File: config.mk
export PLATFORM = sky130hd
export DESIGN_NAME = tc_age_table
export DESIGN_NICKNAME = d
export VERILOG_FILES = /design/src/rtl/tc_age_table.sv
export SDC_FILE = /design/constraint.sdc
export NUM_CORES = 1
export LEC_CHECK = 0
export ABC_AREA = 1
export BUFFER_PORTS_ARGS = -buffer_cell sky130_fd_sc_hd__buf_4
export CELL_PAD_IN_SITES_DETAIL_PLACEMENT = 1
export CELL_PAD_IN_SITES_GLOBAL_PLACEMENT = 2
export CORE_MARGIN = 2
export CORE_UTILIZATION = 31
export CTS_CLUSTER_DIAMETER = 100
export DETAILED_ROUTE_END_ITERATION = 10
export GPL_TIMING_DRIVEN = 0
export PLACE_DENSITY_LB_ADDON = 0.08
export RECOVER_POWER = 100
export SYNTH_ARGS = -nofsm -noshare
export SYNTH_HDL_FRONTEND = slang
export SYNTH_SLANG_ARGS = --single-unit
export TNS_END_PERCENT = 30
File: constraint.sdc
create_clock -name clk -period 1 [get_ports clk]
set_input_delay 0 -clock clk [delete_from_list [all_inputs] [get_ports clk]]
set_output_delay 0 -clock clk [all_outputs]
set_load 0.005 [all_outputs]
File: src/rtl/tc_age_table.sv
`timescale 1ns/1ps
// Per-ID outstanding table: valid, ordered class, completed marker and age.
module tc_age_table #(
    parameter int ID_W    = 3,
    parameter int MAX_LAT = 40
) (
    input  logic                 clk,
    input  logic                 rst_n,
    input  logic                 alloc_en,
    input  logic [ID_W-1:0]      alloc_id,
    input  logic                 alloc_ord,
    input  logic                 free_en,
    input  logic [ID_W-1:0]      free_id,
    output logic [(1<<ID_W)-1:0] valid_o,
    output logic [(1<<ID_W)-1:0] ord_o,
    output logic [(1<<ID_W)-1:0] done_o,
    output logic                 late_o
);
    localparam int NUM_ID = 1 << ID_W;
    localparam int AGE_W  = $clog2(MAX_LAT + 1);

    typedef struct packed {
        logic             valid;
        logic             ord;
        logic             done;
        logic [AGE_W-1:0] age;
    } ent_t;

    logic [NUM_ID-1:0] late_vec;

    for (genvar i = 0; i < NUM_ID; i++) begin : g_ent
        ent_t e_d, e_q;

        always_comb begin
            e_d = e_q;
            if (e_q.valid && (e_q.age < AGE_W'(MAX_LAT))) begin
                e_d.age = e_q.age + 1'b1;
            end
            if (free_en && (free_id == ID_W'(i))) begin
                e_d.valid = 1'b0;
                e_d.done  = 1'b1;
            end
            if (alloc_en && (alloc_id == ID_W'(i))) begin
                e_d.valid = 1'b1;
                e_d.ord   = alloc_ord;
                e_d.done  = 1'b0;
                e_d.age   = '0;
            end
        end

        always_ff @(posedge clk or negedge rst_n) begin
            if (!rst_n) e_q <= '0;
            else        e_q <= e_d;
        end

        assign valid_o[i]  = e_q.valid;
        assign ord_o[i]    = e_q.ord;
        assign done_o[i]   = e_q.done;
        assign late_vec[i] = e_q.valid && (e_q.age == AGE_W'(MAX_LAT));
    end

    assign late_o = |late_vec;
endmodule

### Yosys cells after proc, flatten, opt, wreduce, memory -nomap -nowiden

Index checks and enable logic that the tools add are counted.
W data, S select, Z words.

* bits of input ports: 11
* register bits after elaboration: 72
* output and inout bits: 25
* word-level logic and storage cells: 153

* muxes and demuxes: 32
* add/sub/neg operators: 8
* eq/ne operators: 22
* reduce and logical (&&, ||, !) cells: 51
* order comparisons: 8

Operator list (count)
* $mux W9: 8
* $add A6 B1 Y6 const B: 8
* $eq A6 B6 Y1 const B: 8
* $lt A6 B6 Y1 const B: 8
* $mux W6: 8
* $logic_and A1 B1 Y1: 32
* $reduce_bool A2 Y1: 16
* $eq A3 B3 Y1 const B: 8
* $mux W1: 16
* $eq A3 B2 Y1 const B: 4
* $reduce_or A8 Y1: 1
* $eq A3 B1 Y1 const B: 2
* $logic_not A3 Y1: 2

### Depth between registers and ports, before layout

* depth after elaboration: 4
* depth in mapped cells: 8
* depth with buffers taken out: 8

### Least setup slack after synthesis

No wires, ideal clock.

* kind: register to register
* start point: register g_ent[4].e_q[0] (netlist bit)
* end point: register g_ent[4].e_q[4] (netlist bit)
* path slack: -0.024 ns
* buffers on the path: 0
* required time: 0.881 ns
* data arrival time: 0.905 ns
* setup time: 0.119 ns
* stages on the path, launching flop included: 6
* clock period less this slack: 1.024 ns
* cells stage by stage: dfrtp_1 > ha_1 > nand2_1 > inv_1 > a31oi_1 > nor2_1

* cells in the longest elaborated chain, start to end: 3
* elaborated cells between the ends (all ways): 6
* those cells by class: 1 x add/sub; 1 x order compare; 2 x mux; 2 x reduce/logical

RTL lines
* start: declaration: RTL line 32 `ent_t e_d, e_q;`
* start signal: assignment: RTL line 52 `if (!rst_n) e_q <= '0;`
* start signal: assignment: RTL line 53 `else e_q <= e_d;`
* $add A6 B1 Y6 / $lt A6 B6 Y1 (equally long branches): RTL line 37, 36
* $mux W6 / $logic_and A1 B1 Y1 (equally long branches): RTL line 36 `if (e_q.valid && (e_q.age < AGE_W'(MAX_LAT))) begin`
* $mux W9 / $reduce_bool A2 Y1 (equally long branches)

Parallel ways exist; a longest one is shown, timed or not. The select of a mux whose other input is x is not followed.
A chain may end at the register's enable or synchronous reset.

### Worst setup path in the final report

* start point: register g_ent[7].e_q[0] (netlist bit)
* end point: output late_o

* cells in the longest elaborated chain, start to end: 3

RTL lines
* start: declaration: RTL line 32
* start signal: assignment: RTL line 52
* start signal: assignment: RTL line 53
* $eq A6 B6 Y1: RTL line 59 `assign late_vec[i] = e_q.valid && (e_q.age == AGE_W'(MAX_LAT));`
* $logic_and A1 B1 Y1: RTL line 59
* $reduce_or A8 Y1: RTL line 62 `assign late_o = |late_vec;`
* end: declaration: RTL line 17 `output logic late_o`

Every way passes these cells.

==> results.yml <==
outcome:
  run_status: "finished, violations left"
  violations: "hold timing, setup timing"
logic_synthesis:
  synthesis.nets: 570
  synthesis.instances: 543
  ys_seq_elements: 72
  synth_area_per_cell_sq_um: 7.55
  yosys.area.top_type: "dfrtp_1"
  synthXorXnorAreaFrac: 0.0171
  synth_top_family_by_area: "simple AND/OR/NAND/NOR gates"
  synth_compound_area_frac: 0.0598
  yosys.area_share.simple: 0.303
  synth_area_leaders: "dfrtp_1 (44%), nand2_1 (12%), nand3_1 (9.0%)"
  syn_area_sq_mm: 0.00410
  synth_cell_types: 22
  synth_mux_area_frac: 0
  yosys.area_share.adder: 0.0488
  synth_top_area_frac: 0.439
  yosysWarnings: 0
  yosysSeqAreaShare: 0.439
worst_setup_path:
  cp-end-kind: "output pin"
  crit_type: "flip-flop to output pin"
  rr_worst_depth: 7
  start_kind: "flip-flop"
  crit_required_ns: 1.00
  critPathArrivalTime_ns: 1.52
  timing.rr.end: "g_ent[4].e_q[4]"
  worstReg2RegStart: "g_ent[4].e_q[0]"
  critPathMaxFanout: 2
  r2r_setup_slack_ns: -0.20
clock_tree:
  clockBufferDepth: 2
  cts_sinks: 72
  clkLatencyLatePin_ns: 0.34
  cts_tree: "built"
  cts-root-buf: "clkbuf_16"
  clkSlewWorstSetupHoldPaths_ns: 0.06
  cts_max_level: 3
  numCtsBuffers: 9
run:
  drv_cap: 0
timing:
  setup_viol: 50
  finalClockSkew_ns: 0.00276
  clock.fmax_mhz: 659
  hold_slack_ns: -0.148
  timing.final.ws_setup_ns: -0.518
  timing.slew.headroom: 0.284
  timing.setup.tns_ns: -4.21
  min_period_ns: 1.52
  rsz0062_at_grt: "yes"
  finalHoldViolCount: 72
  worst_slew_pin_slew_ns: 1.07
  final_max_slew_viol_count: 0
  post-route-period-util: 1.52
cells_and_area:
  layout_commonest_cell: "nand2_1"
  layout_common_cells: "nand2_1 (112), inv_1 (62), dfrtp_1 (59)"
  fin_cells: 802
  drive_gt1_frac: 0.348
  fillerInstances: 1599
  area_growth_pct: 36.4
  final_nets: 648
  n_antenna_cell: 0
  stdcell_area_sq_mm: 0.00559
detailed_routing:
  drc_errors: 0
  drtAntennaViolNets: 0
  dr_total_vias: 3707
  drt_wl_total_mm: 10.9
  via_per_inst: 4.62
  drt_iter0_markers: 121
  drt_pass1_iterations: 4
  wl_per_cell_um: 13.6
global_route:
  gr-usage-all-layers: 0.160
  grt_pass1_wl_mm: 18.1
  grt_pass1_vias: 3730
  grt_antenna_before_repair: 0
  grt_overflow: 0
  grt_start_max_net_pins: 73
floorplanning:
  dieWidth_um: 119
  die_y_um: 119
  io_pins: 36
  die_area_sq_mm: 0.0142
  num_rows: 42
  initial_utilization: 0.313
  core_area_sq_mm: 0.0131
placed_design:
  dp.cells: 754
  dpl_cell_area_sq_mm: 0.00459
  io_buffers: 35
  gp_congestion: 0.775
  dpl.hpwl_mm: 7.54
pwr:
  powerDensity_mw_per_mm2: 2450
  switching_share: 0.378
  power_switching_uw: 5190
  irDropWorstVdd_mv: 0.859
  report.power.total_uw: 13700
  internal-power_uw: 8540
  p_clk_frac: 0.215
  p_leak_uw: 0.00285
  combPwrFrac: 0.441
  seq_power_share: 0.345
hold_path:
  hold_class: "primary input to asynchronous set/reset pin"
Yosys cell counts:
master	instances
buf_6	1
a31oi_1	1
nor3_1	3
a21oi_1	19
nand2_1	131
nor2_2	1
ha_1	16
nand3_1	74
nand3b_1	6
buf_2	6
nand4_1	11
o21ai_1	7
inv_1	77
o21ai_0	20
nand2_2	7
nor2_1	51
o21ai_2	1
inv_2	4
buf_4	26
xor2_1	8
dfrtp_1	72
nor2_4	1
sequential cells by signal, indices dropped and copies added, names as in the netlist:
register / flops
done_o: 8
g_ent.e_q: 48
ord_o: 8
valid_o: 8
what timing repair did:
| item | 4_1_cts | 5_1_grt |
|---|---|---|
| pin swaps | 18 | 23 |
| setup buffers | 20 | 13 |
| resized for setup | 86 | 84 |
| hold endpoints to repair | 72 | 72 |
| setup endpoints to repair | 54 | 64 |
power by group through the flow:
| stage | Combinational (uW) | Clock, uW | Sequential [uW] |
|---|---|---|---|
| 6_report | 6050 | 2950 | 4730 |
| 5_1_grt | 6830 | 3180 | 4860 |
| 4_1_cts | 5150 | 3080 | 4690 |
| 3_5_place_dp | 3950 | 0 | 4910 |
| 3_3_place_gp | 3820 | 0 | 4880 |
| 2_1_floorplan | 2920 | 0 | 4610 |
critical path: stages (launching register included):
cell,delay (ns)
dfrtp_1,0.36
inv_2,0.06
ha_4,0.15
inv_2,0.03
nor2_1,0.03
nand3b_1,0.16
nand2_2,0.09
nor2_4,0.12
nand2_2,0.06
buf_6,0.11
final cells by class:
class                   instances  area, sq um  area share
plain buffers                  33          284      0.0508
clock buffers                  12          246      0.0441
clock inverters                 4         20.0     0.00358
inverters                      81          322      0.0575
multi-input cells             357         2090       0.374
flip-flops and latches         72         1820       0.325
well taps                     176          220      0.0394
repair buffers                 67          589       0.105
metrics by stage:
step	hold slack, ns	util	setup WS (ns)
6_report	-0.148	0.427	-0.518
5_1_grt	-0.0256	0.427	-0.590
4_1_cts	-0.125	0.401	-0.570
3_5_place_dp	0.238	0.351	-0.404
3_3_place_gp	0.241	0.351	-0.396
2_1_floorplan	-0.296	-	-0.0163
per-layer routing:
metal | global-route usage | part of all wire
met2 | 0.272 | 0.50
met1 | 0.206 | 0.47
met5 | 0 | 0
met3 | 0.0273 | 0.019
met4 | 0.0580 | 0.016
kinds of logic (layout without fill, tap and decap cells):
| group | after synthesis | after routing |
|---|---|---|
| AND/OR/NAND/NOR | 285 | 285 |
| buffers and inverters | 114 | 197 |
| flip-flops | 72 | 72 |
| AO/OA/AOI/OAI | 48 | 48 |
| adder cells (fa/ha/maj) | 16 | 16 |
| XOR/XNOR | 8 | 8 |
how the worst max path moves through the flow:
stage / start / to / slack, ns / depth (start not counted)
finish: g_ent[7].e_q[0] / late_o / -0.52 / 9
global route: g_ent[7].e_q[0] / late_o / -0.59 / 9
CTS: g_ent[7].e_q[0] / late_o / -0.57 / 9
detailed placement: g_ent[7].e_q[0] / late_o / -0.40 / 9
global placement: g_ent[7].e_q[0] / late_o / -0.40 / 9
floorplan: g_ent[7].e_q[0] / g_ent[7].e_q[2] / -0.02 / 4
(Power assumes the default switching activity.)
